===== src/rtl/operand_bypass.sv =====
module operand_bypass #(
  parameter int DW = 64,
  parameter int RW = 4,
  parameter logic [3:0] OP_JUMP = 4'h7,
  parameter logic [3:0] OP_CALL = 4'h8
) (
  input  logic [3:0]    dec_op,
  input  logic [DW-1:0] dec_pc_inc,
  input  logic [RW-1:0] dec_src_a,
  input  logic [RW-1:0] dec_src_b,
  input  logic [DW-1:0] rf_a,
  input  logic [DW-1:0] rf_b,
  input  logic [RW-1:0] ex_dst,
  input  logic [DW-1:0] ex_res,
  input  logic [RW-1:0] mem_dst_ld,
  input  logic [DW-1:0] mem_ld,
  input  logic [RW-1:0] mem_dst_alu,
  input  logic [DW-1:0] mem_alu,
  input  logic [RW-1:0] wb_dst_ld,
  input  logic [DW-1:0] wb_ld,
  input  logic [RW-1:0] wb_dst_alu,
  input  logic [DW-1:0] wb_alu,
  output logic [DW-1:0] opnd_a,
  output logic [DW-1:0] opnd_b
);

  localparam logic [RW-1:0] NOREG = {RW{1'b1}};

  logic          pc_pass;
  logic [DW-1:0] fwd_a, fwd_b;

  assign pc_pass = (dec_op == OP_CALL) || (dec_op == OP_JUMP);

  function automatic logic [DW-1:0] pick(input logic [RW-1:0] src, input logic [DW-1:0] rfv);
    if (src == NOREG)            return rfv;
    else if (src == ex_dst)      return ex_res;
    else if (src == mem_dst_ld)  return mem_ld;
    else if (src == mem_dst_alu) return mem_alu;
    else if (src == wb_dst_ld)   return wb_ld;
    else if (src == wb_dst_alu)  return wb_alu;
    else                         return rfv;
  endfunction

  assign fwd_a  = pick(dec_src_a, rf_a);
  assign fwd_b  = pick(dec_src_b, rf_b);
  assign opnd_a = pc_pass ? dec_pc_inc : fwd_a;
  assign opnd_b = fwd_b;

  always_comb begin
    if (pc_pass)
      AST_PC_ON_A: assert (opnd_a == dec_pc_inc) else $error("pc pass");
    if (!pc_pass && dec_src_a != NOREG && dec_src_a == ex_dst)
      AST_EX_FIRST: assert (opnd_a == ex_res) else $error("ex first");
    if (!pc_pass && dec_src_a == dec_src_b && rf_a == rf_b)
      AST_SAME_CHAIN: assert (opnd_a == opnd_b) else $error("chains differ");
    if (dec_src_b == NOREG)
      AST_NOREG_B: assert (opnd_b == rf_b) else $error("noreg b");
    if (!pc_pass && dec_src_a == NOREG)
      AST_NOREG_A: assert (opnd_a == rf_a) else $error("noreg a");
    if (dec_src_b != NOREG && dec_src_b != ex_dst && dec_src_b != mem_dst_ld &&
        dec_src_b != mem_dst_alu && dec_src_b != wb_dst_ld && dec_src_b != wb_dst_alu)
      AST_NO_HIT_RF: assert (opnd_b == rf_b) else $error("no hit");
  end

endmodule


===== config.mk =====
export PLATFORM = sky130hd
export DESIGN_NAME = operand_bypass
export DESIGN_NICKNAME = d
export VERILOG_FILES = /design/src/rtl/operand_bypass.sv
export SDC_FILE = /design/constraint.sdc
export NUM_CORES = 1
export LEC_CHECK = 0
export BUFFER_PORTS_ARGS = -buffer_cell sky130_fd_sc_hd__buf_2
export CELL_PAD_IN_SITES_DETAIL_PLACEMENT = 2
export CELL_PAD_IN_SITES_GLOBAL_PLACEMENT = 2
export CORE_AREA = 2 2 261 263
export DETAILED_ROUTE_END_ITERATION = 7
export DIE_AREA = 0 0 263 265
export PLACE_DENSITY = 0.65
export SLEW_MARGIN = 20
export SYNTH_ARGS = -nofsm -noshare
export SYNTH_HDL_FRONTEND = slang
export SYNTH_SLANG_ARGS = --single-unit

===== constraint.sdc =====
create_clock -name vclk -period 1.4
set_input_delay 0.07 -clock vclk [all_inputs]
set_output_delay 0.07 -clock vclk [all_outputs]
set_load 0.1 [all_outputs]

Word level (Yosys, flattened, before mapping):

Index checks and enable logic that the tools add are counted.

* output and inout bits: 128
* input bits: 544
* word-level logic and storage cells: 28
* latch bits: 0
* memories: 0
* bits in writable memories: 0
* bits in read-only memories: 0
* register bits: 0

* $lt $le $gt $ge: 0
* shift operators: 0
* reductions and logical operators: 1
* divide/modulo/power cells: 0
* muxes and demuxes: 13
* bitwise operators: 0
* $mul: 0
* $add $sub $neg: 0
* eq/ne operators: 14

Operators with widths (number)
* 64-bit two-way mux: 13
* 4-bit == test: 10
* 4-bit == test, second input constant: 3
* 4-bit by 3-bit == test with 1-bit output, second input constant: 1
* 1-bit logical OR: 1

Logic depth before layout (Yosys ltp):

Gate-level depths: netlist of the first run.

* word-level depth: 8
* mapped depth: 8
* depth with buffers taken out: 5

Worst setup path before layout of the first run:

OpenSTA, ideal clock, no wires.

* kind: input to output
* from: input port dec_src_b[1]
* to: output port opnd_b[10]
* data required time: 1330 ps
* data arrival time: 3456 ps
* slack: -2126 ps
* stages: 8
* path buffers: 3
* path through: buf_2 xor2_1 nor4_4 nand3b_1 buf_6 buf_6 nor2_1 o31ai_1

* cells in the longest elaborated chain, start to end: 7
* elaborated cells on any way between the ends: 12
* those cells by class: 6 x eq/ne; 6 x mux

RTL lines
* start, declared: line 10 `input logic [RW-1:0] dec_src_b,`
* 4-bit == test: line 40 `else if (src == wb_dst_alu) return wb_alu;`
* 64-bit two-way mux: line 40
* 64-bit two-way mux: line 39 `else if (src == wb_dst_ld) return wb_ld;`
* 64-bit two-way mux: line 38 `else if (src == mem_dst_alu) return mem_alu;`
* 64-bit two-way mux: line 37 `else if (src == mem_dst_ld) return mem_ld;`
* 64-bit two-way mux: line 36 `else if (src == ex_dst) return ex_res;`
* 64-bit two-way mux *: line 35 `if (src == NOREG) return rfv;`
* end, declared: line 24 `output logic [DW-1:0] opnd_b`

Every way passes the cells marked *; elsewhere a longest branch is shown, timed or not.

Worst setup path in the final report of the first run:

* from: input port mem_dst_alu[2]
* to: output port opnd_a[26]

* cells in the longest elaborated chain, start to end: 6

RTL lines
* start, declared: line 17 `input logic [RW-1:0] mem_dst_alu,`
* 4-bit == test: line 38
* 64-bit two-way mux: line 38
* 64-bit two-way mux: line 37
* 64-bit two-way mux: line 36
* 64-bit two-way mux: line 35
* 64-bit two-way mux: line 46 `assign opnd_a = pc_pass ? dec_pc_inc : fwd_a;`
* end, declared: line 23 `output logic [DW-1:0] opnd_a,`

No other way between the ends.

==> results of run 1 <==
[worst max path at each step]
stage	startpoint	depth (start not counted)	endpoint	slack [ns]
floorplan	dec_src_b[2]	8	opnd_b[10]	-1.21
global placement	dec_src_a[2]	10	opnd_a[15]	-1.06
detailed placement	dec_src_a[2]	10	opnd_a[17]	-1.04
CTS	dec_src_a[0]	12	opnd_a[45]	-0.72
global route	dec_src_a[0]	10	opnd_a[7]	-0.93
finish	mem_dst_alu[2]	10	opnd_a[26]	-0.88
[synthesized netlist by cell type, types with 66 or more instances]
master	count
nor2_1	129
clkbuf_1	66
nand2_1	130
o22ai_1	192
[kinds of logic (layout without fill, tap and decap cells)]
group | after synthesis | after routing | synth area share
AO/OA/AOI/OAI | 512 | 512 | 0.518
buffers and inverters | 205 | 1027 | 0.123
other | 0 | 14 | 0
XOR/XNOR | 40 | 40 | 0.0472
AND/OR/NAND/NOR | 349 | 349 | 0.214
multiplexers | 64 | 64 | 0.0972
[metrics by stage]
stage	hold slack (ns)	setup WS (ns)
2_1_floorplan	0.475	-1.21
3_3_place_gp	0.576	-1.06
3_5_place_dp	0.570	-1.04
4_1_cts	0.555	-0.720
5_1_grt	0.573	-0.930
6_report	0.563	-0.877
[timing repair]
action,4_1_cts,5_1_grt
cloned,69,20
setup endpoints to repair,128,128
pin swaps,186,174
setup buffers,75,32
gates resized for setup,500,280
[power by group through the flow]
stage / Sequential, mW / Clock [mW] / Combinational, mW
finish: 0 / 0.00000134 / 20.1
global route: 0 / 0.00000115 / 20.6
CTS: 0 / 0 / 19.2
detailed placement: 0 / 0 / 16.1
global placement: 0 / 0 / 15.9
floorplan: 0 / 0 / 9.83
[layout make-up]
class | count | area (um2)
fillers | 7027 | 43000
diodes | 14 | 35.0
inverters | 64 | 240
repair buffers | 963 | 10700
well taps | 873 | 1090
multi-input cells | 965 | 11800
[routing by layer]
layer | vias to the layer above | routed length [um] | track usage
li1 | 6378 | - | -
met4 | 12 | 6060 | 0.124
met5 | - | 79 | 0
met2 | 936 | 57000 | 0.521
met3 | 296 | 7140 | 0.0460
met1 | 7957 | 38600 | 0.303
==> flow_metrics.tcl, run 1 <==
set metrics [dict create \
    final_common_cell "buf_2" \
    tightest_slew_ns 0.669 \
    period_needed_ns 2.28 \
    dpl.cell_count 2691 \
    hp-start "ex_res[41]" \
    synth_cells 1170 \
    final_cell_mix "buf_2, buf_12, o22ai_4" \
    cp.arrival_ns 2.21 \
    layout_setup_ws_ns -0.877 \
    layout.nets 2538 \
    place_congestion 0.932 \
    drv_cap 0 \
    setup_viol 128 \
    worstHoldEndpoint "opnd_b[41]" \
    grt_overflow 0 \
    nClkBuffers 0 \
    grt_pass1_wl_um 139000 \
    critPathCaptureType "output port" \
    yosys.area.top_type "o22ai_1" \
    ys_types 33 \
    startpoint_type "primary input" \
    cp_cell_sequence "buf_2 > xnor2_1 > nand4_1 > buf_6 > nor2b_4 > clkbuf_16 > buf_16 > a211o_1 > o22ai_4 > buf_12" \
    critical_path.top_delay_family "buffers and inverters" \
    row_count 95 \
    pin_count 672 \
    die_w_um 263 \
    min_path_type "primary input to output port" \
    ir_worst_vdd_uv 510 \
    die_area_um2 69700 \
    die_y_um 265 \
    p_int_mw 8.19 \
    utilization 0.357 \
    holdBufCountCts 0 \
    core_um2 66800 \
    synth_top_area_frac 0.162 \
    vias_per_cell 5.41 \
    post-route-period-util 1.63 \
    via_count 15600 \
    dp_hpwl_um 60600 \
    power_switching_mw 11.9 \
    drive_above_1_share 0.780 \
    whs_path_depth 4 \
    area_growth_pct 222 \
    crit_required_ns 1.33 \
    slowest_stage "xnor2_1" \
    finalPower_mw 20.1 \
    p_comb_frac 1.000 \
    tns_ns -96.04 \
    final-seq-area_um2 0 \
    pwr-share-seq 0 \
    final_cell_count_no_fill 2879 \
    crit_type "primary input to output port" \
    failed_checks "negative setup slack" \
    power_leakage_nw 9.96 \
    critPathBufInv 5 \
    netlist_area_um2 7420 \
    grt_pass1_vias 17300 \
    status "complete, but fails checks" \
    p_per_area_nw_per_um2 844 \
    grt_max_degree 37 \
    clockPowerShare 0 \
    antenna_found_initial 20 \
    dr.pass1.iters 5 \
    wl_per_cell_um 37.8 \
    drv_slew 0 \
    final_area_um2 23900 \
    avgSynthCellArea_um2 6.34 \
    wirelength_um 109000 \
    initial_core_util 0.111 \
    design.seq.count 0 \
    crit_fanout 7 \
    p_sw_frac 0.593 \
    maxSlewHeadroom 0.554 \
    drc 0 \
    critPathMaxStageDelay_ns 0.37 \
    detail-route-antenna-nets 0 \
    ys.warnings.count 0 \
    grt_use_total 0.277 \
    rsz0062_at_grt "true" \
    synthTopCellsByArea "o22ai_1, mux2_2, a211o_1, a221oi_1, o221ai_1" \
    syn_nets 1714 \
    placed_cell_area_um2 16600 \
    hold_viol_final 0 \
    max_clock_freq_mhz 439 \
    io_buffer_count 672 \
    drt-initial-drc-count 980 \
    synth-seq-area-share 0 \
]
No activity file was read; power rests on OpenSTA's default activity.
==> run 2, diff against run 1 <==
--- a/config.mk
+++ b/config.mk
@@ -12,6 +12,7 @@
 export DETAILED_ROUTE_END_ITERATION = 7
 export DIE_AREA = 0 0 263 265
 export PLACE_DENSITY = 0.65
+export SKIP_LAST_GASP = 1
 export SLEW_MARGIN = 20
 export SYNTH_ARGS = -nofsm -noshare
 export SYNTH_HDL_FRONTEND = slang
==> constraint.sdc (replaced) <==
create_clock -name vclk -period 1.4
set_input_delay 0.14 -clock vclk [all_inputs]
set_output_delay 0.14 -clock vclk [all_outputs]
set_load 0.1 [all_outputs]
==> run 2 against run 1 <==
Against the previous run: setup slack got worse by 0.073 ns; the run still ends with negative setup slack left; highest routed layer unchanged; critical path type unchanged; power down 7.4%; combinational power down 7%; largest cell class unchanged; wire length decreased by 9.9%; non-clock buffer count shrank 43.
==> flow_metrics.tcl, run 2 (synthesized netlist as in run 1, its figures left out) <==
set metrics [dict create \
    layout_setup_ws_ns -0.950 \
    rsz0062_at_grt "true" \
    clockPowerShare 0 \
    wl_met1_um 36400 \
    failed_checks "negative setup slack" \
    power_leakage_nw 9.13 \
    met2_length_um 50800 \
    final_cell_count_no_fill 2836 \
    hp-start "rf_b[14]" \
    nClkBuffers 0 \
    wl_per_cell_um 34.6 \
    crit_required_ns 1.26 \
    area_growth_pct 186 \
    pin_count 672 \
    via_count 15100 \
    design.seq.count 0 \
    power_switching_mw 11.3 \
    holdBufCountCts 0 \
    cp.arrival_ns 2.21 \
    layout.nets 2495 \
    die_area_um2 69700 \
    p_sw_frac 0.604 \
    die_w_um 263 \
    wl_met3_um 5400 \
    wirelength_um 98000 \
    critPathCaptureType "output port" \
    initial_core_util 0.111 \
    antenna_found_initial 21 \
    dr.pass1.iters 5 \
    pwr-share-seq 0 \
    vias_per_cell 5.34 \
    p_int_mw 7.38 \
    grt_pass1_wl_um 127000 \
    io_buffer_count 672 \
    finalPower_mw 18.6 \
    final_common_cell "buf_2" \
    whs_ns 0.728 \
    core_um2 66800 \
    grt_use_total 0.247 \
    drt-initial-drc-count 965 \
    crit_type "primary input to output port" \
    grt_overflow 0 \
    grt_max_degree 42 \
    tightest_slew_ns 0.497 \
    drv_slew 0 \
    final-seq-area_um2 0 \
    post-route-period-util 1.68 \
    status "complete, but fails checks" \
    drc 0 \
    detail-route-antenna-nets 0 \
    dp_hpwl_um 59900 \
    row_count 95 \
    dpl.cell_count 2695 \
    p_comb_frac 1.000 \
    ir_worst_vdd_uv 490 \
    period_needed_ns 2.35 \
    tns_ns -110.81 \
    maxSlewHeadroom 0.669 \
    drive_above_1_share 0.703 \
    worstHoldEndpoint "opnd_b[14]" \
    max_clock_freq_mhz 426 \
    hold_viol_final 0 \
    whs_path_depth 4 \
    grt_pass1_vias 16800 \
    multiInputGateArea_um2 10300 \
    final_cell_mix "buf_2, buf_12, nand2_1" \
    startpoint_type "primary input" \
    p_per_area_nw_per_um2 878 \
    n_fill_cell 7389 \
    final_area_um2 21200 \
    utilization 0.318 \
    top_layer_used "met5" \
    setup_viol 128 \
    drv_cap 0 \
    crit_fanout 7 \
    placed_cell_area_um2 16600 \
    place_congestion 0.948 \
    min_path_type "primary input to output port" \
    die_y_um 265 \
    post-place-ws_ns -1.20 \
]
[run 2: what timing repair did]
item                       CTS  global route
gates cloned                40            25
pin swaps                  148            88
setup endpoints to repair  128           128
setup buffers               61            18
resized for setup          284           179
[run 2: per-layer routing]
| layer | GRT usage | vias to the layer above |
|---|---|---|
| li1 | - | 6270 |
| met1 | 0.272 | 7767 |
| met2 | 0.458 | 821 |
| met3 | 0.0415 | 269 |
| met4 | 0.118 | 10 |
| met5 | 0 | - |
[run 2: final cells by class]
cell class	count	area share
Antenna cell	14	0.00165
Tap cell	873	0.0514
Multi-Input combinational cell	965	0.486
Timing Repair Buffer	920	0.450
Inverter	64	0.0113
[run 2: how the worst max path moves through the flow]
stage | depth (start not counted) | endpoint | startpoint | slack, ns
3_3_place_gp | 9 | opnd_b[15] | dec_src_b[3] | -1.08
6_report | 11 | opnd_b[25] | wb_dst_ld[0] | -0.95
4_1_cts | 11 | opnd_b[63] | dec_src_b[3] | -0.86
2_1_floorplan | 8 | opnd_b[10] | dec_src_b[2] | -1.35
5_1_grt | 11 | opnd_b[15] | wb_dst_ld[0] | -1.0
3_5_place_dp | 9 | opnd_b[21] | dec_src_b[3] | -1.20
[run 2: critical path: stages]
cell and delay [ns]:
buf_4 0.14, xor2_4 0.19, nor4_4 0.37, buf_4 0.19
nand3b_1 0.18, buf_12 0.23, buf_4 0.14, buf_12 0.14
nor2_1 0.18, o31ai_4 0.10, buf_12 0.18
[run 2: power groups by stage]
stage | Sequential [mW] | Clock (mW) | Combinational, mW
floorplan | 0 | 0 | 9.83
global placement | 0 | 0 | 15.9
detailed placement | 0 | 0 | 16.1
CTS | 0 | 0 | 17.7
global route | 0 | 0.00000115 | 19.1
finish | 0 | 0.00000134 | 18.6
